`src/rtl/mbox_pkg.sv`:
```
package mbox_pkg;
  localparam int MB_AW = 2;

  typedef enum logic [MB_AW-1:0] {
    MB_CMD = 2'd0,
    MB_DAT = 2'd1,
    MB_STS = 2'd2,
    MB_RSV = 2'd3
  } mb_addr_e;

  localparam int STS_IN_AVAIL  = 0;
  localparam int STS_OUT_TAKEN = 1;
  localparam int STS_OVERRUN   = 2;
  localparam int STS_BITS      = 3;
endpackage

```
`src/rtl/mbox_rst_sync.sv`:
```
module mbox_rst_sync #(
  parameter int STAGES = 2
) (
  input  logic clk,
  input  logic rst_n,
  output logic rst_sync_n
);
  logic [STAGES-1:0] sync_q;
  logic [STAGES-1:0] sync_d;

  always_comb begin
    sync_d = {sync_q[STAGES-2:0], 1'b1};
  end

  always_ff @(posedge clk or negedge rst_n) begin
    if (!rst_n) sync_q <= '0;
    else        sync_q <= sync_d;
  end

  assign rst_sync_n = sync_q[STAGES-1];
endmodule

```
`src/rtl/mbox_channel.sv`:
```
module mbox_channel #(
  parameter int DW = 8
) (
  input  logic          clk,
  input  logic          rst_n,
  input  logic          wr_cmd,
  input  logic          wr_dat,
  input  logic [DW-1:0] wdata,
  input  logic          clr_ovr,
  input  logic          pop,
  output logic [DW-1:0] cmd_q,
  output logic [DW-1:0] dat_q,
  output logic          avail_q,
  output logic          taken_q,
  output logic          ovr_q
);
  logic any_wr, accept, reject, take;
  logic cmd_en, dat_en, flag_en;
  logic avail_d, taken_d, ovr_d;

  always_comb begin
    any_wr  = wr_cmd | wr_dat;
    accept  = any_wr & ~avail_q;
    reject  = any_wr &  avail_q;
    take    = pop & avail_q;
    cmd_en  = accept & wr_cmd;
    dat_en  = accept & wr_dat;
    flag_en = dat_en | take | reject | clr_ovr;

    avail_d = avail_q;
    taken_d = taken_q;
    ovr_d   = ovr_q;
    if (dat_en) begin
      avail_d = 1'b1;
      taken_d = 1'b0;
    end
    if (take) begin
      avail_d = 1'b0;
      taken_d = 1'b1;
    end
    if (reject)       ovr_d = 1'b1;
    else if (clr_ovr) ovr_d = 1'b0;
  end

  always_ff @(posedge clk or negedge rst_n) begin
    if (!rst_n) begin
      cmd_q <= '0;
    end else if (cmd_en) begin
      cmd_q <= wdata;
    end
  end

  always_ff @(posedge clk or negedge rst_n) begin
    if (!rst_n) begin
      dat_q <= '0;
    end else if (dat_en) begin
      dat_q <= wdata;
    end
  end

  always_ff @(posedge clk or negedge rst_n) begin
    if (!rst_n) begin
      avail_q <= 1'b0;
      taken_q <= 1'b0;
      ovr_q   <= 1'b0;
    end else if (flag_en) begin
      avail_q <= avail_d;
      taken_q <= taken_d;
      ovr_q   <= ovr_d;
    end
  end
endmodule

```
`src/rtl/mbox_port.sv`:
```
module mbox_port
  import mbox_pkg::*;
#(
  parameter int DW = 8
) (
  input  logic             clk,
  input  logic             rst_n,
  input  logic [MB_AW-1:0] addr,
  input  logic             rd,
  input  logic             wr,
  input  logic [DW-1:0]    in_cmd,
  input  logic [DW-1:0]    in_dat,
  input  logic             in_avail,
  input  logic             out_taken,
  input  logic             out_ovr,
  input  logic [DW-1:0]    wdata,
  output logic             wr_cmd,
  output logic             wr_dat,
  output logic             clr_ovr,
  output logic             pop,
  output logic [DW-1:0]    rdata
);
  mb_addr_e      sel;
  logic [DW-1:0] rdata_d;
  logic [DW-1:0] rdata_q;

  always_comb begin
    sel     = mb_addr_e'(addr);
    wr_cmd  = wr & (sel == MB_CMD);
    wr_dat  = wr & (sel == MB_DAT);
    clr_ovr = wr & (sel == MB_STS) & wdata[STS_OVERRUN];
    pop     = rd & (sel == MB_DAT);

    rdata_d = '0;
    case (sel)
      MB_CMD: rdata_d = in_cmd;
      MB_DAT: rdata_d = in_dat;
      MB_STS: begin
        rdata_d[STS_IN_AVAIL]  = in_avail;
        rdata_d[STS_OUT_TAKEN] = out_taken;
        rdata_d[STS_OVERRUN]   = out_ovr;
      end
      default: rdata_d = '0;
    endcase
  end

  always_ff @(posedge clk or negedge rst_n) begin
    if (!rst_n) begin
      rdata_q <= '0;
    end else if (rd) begin
      rdata_q <= rdata_d;
    end
  end

  assign rdata = rdata_q;
endmodule

```
`src/rtl/duplex_mailbox.sv`:
```
module duplex_mailbox
  import mbox_pkg::*;
#(
  parameter int DW = 8,
  parameter int RST_STAGES = 2
) (
  input  logic             clk,
  input  logic             rst_n,
  input  logic [MB_AW-1:0] a_addr,
  input  logic             a_rd,
  input  logic             a_wr,
  input  logic [DW-1:0]    a_wdata,
  output logic [DW-1:0]    a_rdata,
  output logic             a_mail_in,
  output logic             a_mail_taken,
  input  logic [MB_AW-1:0] b_addr,
  input  logic             b_rd,
  input  logic             b_wr,
  input  logic [DW-1:0]    b_wdata,
  output logic [DW-1:0]    b_rdata,
  output logic             b_mail_in,
  output logic             b_mail_taken
);
  localparam int NSIDE = 2;

  logic rst_sync_n;

  // Index by side: 0 = A, 1 = B. Direction d carries mail sent by side d.
  logic [NSIDE-1:0][MB_AW-1:0] s_addr;
  logic [NSIDE-1:0]            s_rd, s_wr;
  logic [NSIDE-1:0][DW-1:0]    s_wdata, s_rdata;

  logic [NSIDE-1:0]            d_wr_cmd, d_wr_dat, d_clr_ovr, d_pop;
  logic [NSIDE-1:0][DW-1:0]    d_cmd, d_dat;
  logic [NSIDE-1:0]            d_avail, d_taken, d_ovr;

  assign s_addr[0]  = a_addr;
  assign s_rd[0]    = a_rd;
  assign s_wr[0]    = a_wr;
  assign s_wdata[0] = a_wdata;
  assign s_addr[1]  = b_addr;
  assign s_rd[1]    = b_rd;
  assign s_wr[1]    = b_wr;
  assign s_wdata[1] = b_wdata;

  mbox_rst_sync #(.STAGES(RST_STAGES)) u_rst_sync (
    .clk        (clk),
    .rst_n      (rst_n),
    .rst_sync_n (rst_sync_n)
  );

  for (genvar p = 0; p < NSIDE; p++) begin : g_side
    localparam int IN = NSIDE - 1 - p;

    mbox_channel #(.DW(DW)) u_chan (
      .clk     (clk),
      .rst_n   (rst_sync_n),
      .wr_cmd  (d_wr_cmd[p]),
      .wr_dat  (d_wr_dat[p]),
      .wdata   (s_wdata[p]),
      .clr_ovr (d_clr_ovr[p]),
      .pop     (d_pop[p]),
      .cmd_q   (d_cmd[p]),
      .dat_q   (d_dat[p]),
      .avail_q (d_avail[p]),
      .taken_q (d_taken[p]),
      .ovr_q   (d_ovr[p])
    );

    mbox_port #(.DW(DW)) u_port (
      .clk       (clk),
      .rst_n     (rst_sync_n),
      .addr      (s_addr[p]),
      .rd        (s_rd[p]),
      .wr        (s_wr[p]),
      .in_cmd    (d_cmd[IN]),
      .in_dat    (d_dat[IN]),
      .in_avail  (d_avail[IN]),
      .out_taken (d_taken[p]),
      .out_ovr   (d_ovr[p]),
      .wdata     (s_wdata[p]),
      .wr_cmd    (d_wr_cmd[p]),
      .wr_dat    (d_wr_dat[p]),
      .clr_ovr   (d_clr_ovr[p]),
      .pop       (d_pop[IN]),
      .rdata     (s_rdata[p])
    );
  end

  assign a_rdata      = s_rdata[0];
  assign b_rdata      = s_rdata[1];
  assign a_mail_in    = d_avail[1];
  assign b_mail_in    = d_avail[0];
  assign a_mail_taken = d_taken[0];
  assign b_mail_taken = d_taken[1];
endmodule

```
`config.mk`:
```
export PLATFORM = sky130hd
export DESIGN_NAME = duplex_mailbox
export DESIGN_NICKNAME = d
export VERILOG_FILES = /design/src/rtl/mbox_pkg.sv /design/src/rtl/mbox_rst_sync.sv /design/src/rtl/mbox_channel.sv /design/src/rtl/mbox_port.sv /design/src/rtl/duplex_mailbox.sv
export SDC_FILE = /design/constraint.sdc
export NUM_CORES = 1
export LEC_CHECK = 0
export BUFFER_PORTS_ARGS = -buffer_cell sky130_fd_sc_hd__buf_2
export CORE_MARGIN = 2
export CORE_UTILIZATION = 30
export CTS_BUF_LIST = sky130_fd_sc_hd__clkbuf_8
export DETAILED_ROUTE_END_ITERATION = 8
export GPL_ROUTABILITY_DRIVEN = 0
export SYNTH_ARGS = -nofsm -noshare
export SYNTH_HDL_FRONTEND = slang
export SYNTH_SLANG_ARGS = --single-unit
export TNS_END_PERCENT = 1
```
`constraint.sdc`:
```
create_clock -name clk -period 2.65 [get_ports clk]
set_clock_uncertainty 0.15 [all_clocks]
set_input_delay 0.53 -clock clk [delete_from_list [all_inputs] [get_ports clk]]
set_output_delay 0.53 -clock clk [all_outputs]
set_load 0.02 [all_outputs]
```
* Word-level counts from Yosys, hierarchy flattened
Index checks and enable logic that the tools add are counted.
Operators by class: equality and inequality tests 4, muxes and demuxes 16, bitwise operators 30, reductions and logical operators 10
Operators with widths (number):
- AND 1 bit | 20
- one-hot mux 5 bit (2 select lines) | 2
- one-hot mux 3 bit (3 select lines) | 2
- 2-to-1 mux 1 bit | 12
- bitwise OR 1 bit | 8
- AND reduction 2 bit | 4
- nonzero test 2 bit | 4
- == test 2 x 1 -> 1 bit, second input constant | 2
- == test 2 bit, second input constant | 2
- zero test 2 bit | 2
- NOT 1 bit | 2
Word-level totals: bits in registers 56, bits of input ports 26, output and inout bits 20, logic and storage cells 73

* Depth between registers and ports, before layout
word-level depth 9, depth in mapped cells 4, mapped depth without buffers 2

* By module
A second synthesis with hierarchy kept.
Second synthesis, totals: cell total of the unflattened synthesis 185, area total of the unflattened synthesis 2526.2 um2
Modules (own cells, without submodules):
- mbox_channel | times used 2, cells each 47, area each 764.5 um2, seq. area each 475.5 um2
- mbox_port | times used 2, cells each 44, area each 471.7 um2, seq. area each 200.2 um2
- mbox_rst_sync | times used 1, cells each 3, area each 53.8 um2, seq. area each 50.0 um2

* Worst setup path before layout
OpenSTA, ideal clock, no wires.
kind input-to-reg, start point input b_addr[1], end point register g_side[1].u_chan.cmd_q[0], library setup time 0.125 ns, arrival time 1.525 ns, required time 2.375 ns, slack 0.850 ns, cell stages on the path 3, cells stage by stage buf_2 nor4b_4 mux2_2
On the way: longest elaborated chain between the ends 5, elaborated cells on any way between the ends 7
Ends and longest elaborated chain:
- start: declaration | RTL line duplex_mailbox.sv:16 | input logic [MB_AW-1:0] b_addr,
- == test 2 x 1 -> 1 bit / zero test 2 bit (equally long branches) | RTL line mbox_port.sv:30, mbox_port.sv:29
- AND 1 bit, on equally long branches | RTL line mbox_port.sv:30, mbox_port.sv:29
- bitwise OR 1 bit | RTL line mbox_channel.sv:22 | any_wr = wr_cmd | wr_dat;
- AND 1 bit | RTL line mbox_channel.sv:23 | accept = any_wr & ~avail_q;
- AND 1 bit * | RTL line mbox_channel.sv:26 | cmd_en = accept & wr_cmd;
- end signal: assignment | RTL line mbox_channel.sv:49 | cmd_q <= wdata;
- end: declaration | RTL line mbox_channel.sv:11 | output logic [DW-1:0] cmd_q,
Every way passes the cells marked *; elsewhere a longest branch is shown, timed or not. A chain may end at the register's enable or synchronous reset.

* Worst setup path after layout
start point register g_side[0].u_chan.avail_q, end point register g_side[0].u_chan.cmd_q[0]
On the way: longest elaborated chain between the ends 3
Ends and longest elaborated chain:
- start: declaration | RTL line mbox_channel.sv:13 | output logic avail_q,
- start signal: assignment | RTL line mbox_channel.sv:67 | avail_q <= avail_d;
- NOT 1 bit | RTL line mbox_channel.sv:23
- AND 1 bit | RTL line mbox_channel.sv:23
- AND 1 bit | RTL line mbox_channel.sv:26
- end signal: assignment | RTL line mbox_channel.sv:49
- end: declaration | RTL line mbox_channel.sv:11
No other way between the ends.

==> run_results.csv <==
group,metric,value,unit
synth,yosys.area_share.simple,0.07079,
floorplanning,die_h,93.18,microns
worst_setup_path,cp.required,2690,ps
synth,synth_adder_area_share,0,
layout,final_core_util,0.3671,
global_route,grt_overflow,0,
synth,synth-compound-area-share,0.07132,
global_route,track_usage,0.1156,
layout,fillerInstances,758,
timing,fin_crit,1753,ps
synth,ys_seq_area_frac,0.5873,
synth,yosysWarnings,0,
routing,via_per_inst,4.644,
power,ir_worst_vdd,0.0002068,V
routing,wl,4607,microns
layout,diodes,0,
power,total_power,2.258,mW
routing,firstDrtPassIters,4,
timing,tns,0,ps
worst_setup_path,r2r_start,"g_side[0].u_chan.avail_q$_DFFE_PN0P_",
global_route,grt_max_degree,31,
worst_setup_path,worstSetupEndpointType,"flip-flop",
clock_network,cts_max_level,2,
placement,dp.cells,317,
synth,ys_types,18,
clock_network,clockBufferDepth,2,
layout,area_growth,18.88,%
clock_network,root_buffer,"clkbuf_8",
worst_setup_path,cp-start-kind,"flip-flop",
worst_setup_path,crit_end,"g_side[0].u_chan.cmd_q[0]$_DFFE_PN0P_",
layout,design_area,2836,sq um
clock_network,cts-buffers-inserted,5,
layout,multiInputGateArea,875.8,sq um
timing,finalHoldViolCount,0,
timing,final.period_utilization,0.6614,
run_status,status,"finished clean",
floorplanning,initial_core_util,0.3088,
worst_setup_path,reg2reg_to,"g_side[0].u_chan.cmd_q[0]$_DFFE_PN0P_",
timing,max_freq,570.5,MHz
timing,setup_violations,0,
worst_setup_path,cp-startpoint,"g_side[0].u_chan.avail_q$_DFFE_PN0P_",
floorplanning,row_count,32,
power,p_leak,1.322,nW
synth,synth_xor_area_frac,0,
worst_setup_path,r2r_cells,2,
layout,drive_gt1_frac,0.3929,
worst_setup_path,worstSetupPathType,"flip-flop to flip-flop",
timing,rsz0062_at_grt,"false",
clock_network,cts_sinks,56,
layout,regArea,1403,sq um
synth,synth_top_family_by_area,"multiplexers",
floorplanning,die-area,8683,sq um
synth,synth-seq-cells,56,
floorplanning,die_x,93.18,microns
timing,slew_violations,0,
timing,worst-slew-pin-transition,642.2,ps
synth,syn_area,2386,sq um
floorplanning,io_pins,46,
worst_setup_path,r2r_slack,900,ps
layout,final_cells,326,
global_route,first_global_vias,1593,
placement,postPlaceCellArea,2736,sq um
global_route,antenna_found_initial,0,
layout,layout_common_cells,"dfrtp_1 (55), buf_2 (45), mux2_2 (28)",
power,power_density,796.0,nW/um^2
clock_network,cts_tree,"yes",
routing,wl_per_cell,14.13,microns
synth,avgSynthCellArea,13.56,sq um
routing,route.vias.total,1514,
routing,route.detailed.drc,0,
layout,layout_commonest_cell,"dfrtp_1",
floorplanning,core_area,7727,sq um
synth,synth_mux_area_frac,0.2181,
worst_setup_path,path_max_fanout,8,
global_route,grt_pass1_wl,7734,microns
placement,dpl.hpwl,3428,microns
run,cap_violations,0,
synth,synth_cells,176,
synth,synth_nets,202,
placement,io_buffers,45,
clock_network,cts_setup_buffers,0,
timing,slew_headroom,0.5719,
clock_network,clock_latency,310,ps
layout,nets,249,
clock_network,cts.clk_slew.worst_paths,90,ps
routing,dr.first_iter.drc_count,48,
worst_setup_path,critPathArrivalTime,1800,ps
min_path,hp-class,"flip-flop to async pin",
routing,ant_nets,0,
[where the power goes]
part	internal, mW	switching [mW]	leakage [nW]	total [mW]
combinational	0.284	0.268	0.591	0.553
clock	0.206	0.255	0.0538	0.461
sequential	1.10	0.148	0.677	1.24
total	1.59	0.672	1.32	2.26
[layout make-up]
cell class	count	share of cell area
repair buffers	50	0.09352
well taps	102	0.04499
flip-flops and latches	56	0.4945
clock inverters	2	0.002647
multi-input cells	90	0.3088
inverters	20	0.02647
clock buffers	6	0.02911
[routing by layer]
layer,routed length (microns),vias to the layer above,GRT usage
met2,2238,26,0.1872
met1,2065,756,0.1470
met3,211,6,0.02820
met5,0,-,0
li1,-,726,-
met4,91,0,0.05147
[cell families (layout without fill, tap and decap cells)]
family | count (synthesis) | in the layout
AOI/OAI and AO/OA | 24 | 24
and+or+nand+nor | 17 | 17
DFF | 56 | 56
other | 1 | 1
buffers and inverters | 30 | 78
muxes | 48 | 48
[worst max-delay path, stage by stage, from the launching register on]
cell and delay (ps):
dfrtp_1 480, nor4b_4 610, mux2_2 400
[synthesized netlist by cell type]
master / number / area [sq um]
conb_1: 1 / 3.750
inv_1: 20 / 75.07
mux2i_1: 16 / 160.2
mux2_1: 4 / 45.04
a21oi_1: 2 / 10.01
nand4b_1: 6 / 52.55
buf_2: 7 / 35.03
nor4b_4: 2 / 47.55
nor4bb_1: 2 / 20.02
nand3b_1: 4 / 30.03
o22ai_1: 12 / 75.07
mux2_2: 28 / 315.3
nand2b_1: 3 / 18.77
o221ai_1: 6 / 52.55
dfrtp_1: 56 / 1401
o2bb2ai_1: 2 / 17.52
a21o_1: 2 / 15.01
clkbuf_1: 3 / 11.26
[state kept, by name, summed over array words and instances, names as in the netlist]
| name | cells |
|---|---|
| u_rst_sync.sync_q | 2 |
| g_side.u_port.rdata | 16 |
| g_side.u_chan.ovr_q | 2 |
| g_side.u_chan.dat_q | 16 |
| g_side.u_chan.taken_q | 2 |
| g_side.u_chan.avail_q | 2 |
| g_side.u_chan.cmd_q | 16 |
[worst min path at each step]
stage	from	endpoint	slack (ps)	cells past startpoint
6_report	u_rst_sync.sync_q[1]$_DFF_PN0_	g_side[1].u_chan.dat_q[1]$_DFFE_PN0P_	140	0
5_1_grt	u_rst_sync.sync_q[1]$_DFF_PN0_	g_side[1].u_chan.dat_q[1]$_DFFE_PN0P_	210	0
4_1_cts	u_rst_sync.sync_q[1]$_DFF_PN0_	g_side[0].u_chan.dat_q[0]$_DFFE_PN0P_	180	0
3_5_place_dp	rst_n	u_rst_sync.sync_q[0]$_DFF_PN0_	170	1
3_3_place_gp	rst_n	u_rst_sync.sync_q[0]$_DFF_PN0_	170	1
2_1_floorplan	rst_n	u_rst_sync.sync_q[0]$_DFF_PN0_	80	0
[stage by stage]
step,worst slack [ps],hold slack [ps]
5_1_grt,778.8,206.5
3_5_place_dp,582.7,170.4
6_report,897.2,142.4
3_3_place_gp,602.5,169.3
4_1_cts,866.2,183.6
2_1_floorplan,825.5,84.41
[what timing repair did]
action,in CTS,in global routing
endpoints found under the hold margin,2,0
resized for setup,0,0
hold buffers,1,0
setup endpoints to repair,0,0
Note: power is estimated with default switching activity, not from simulation.
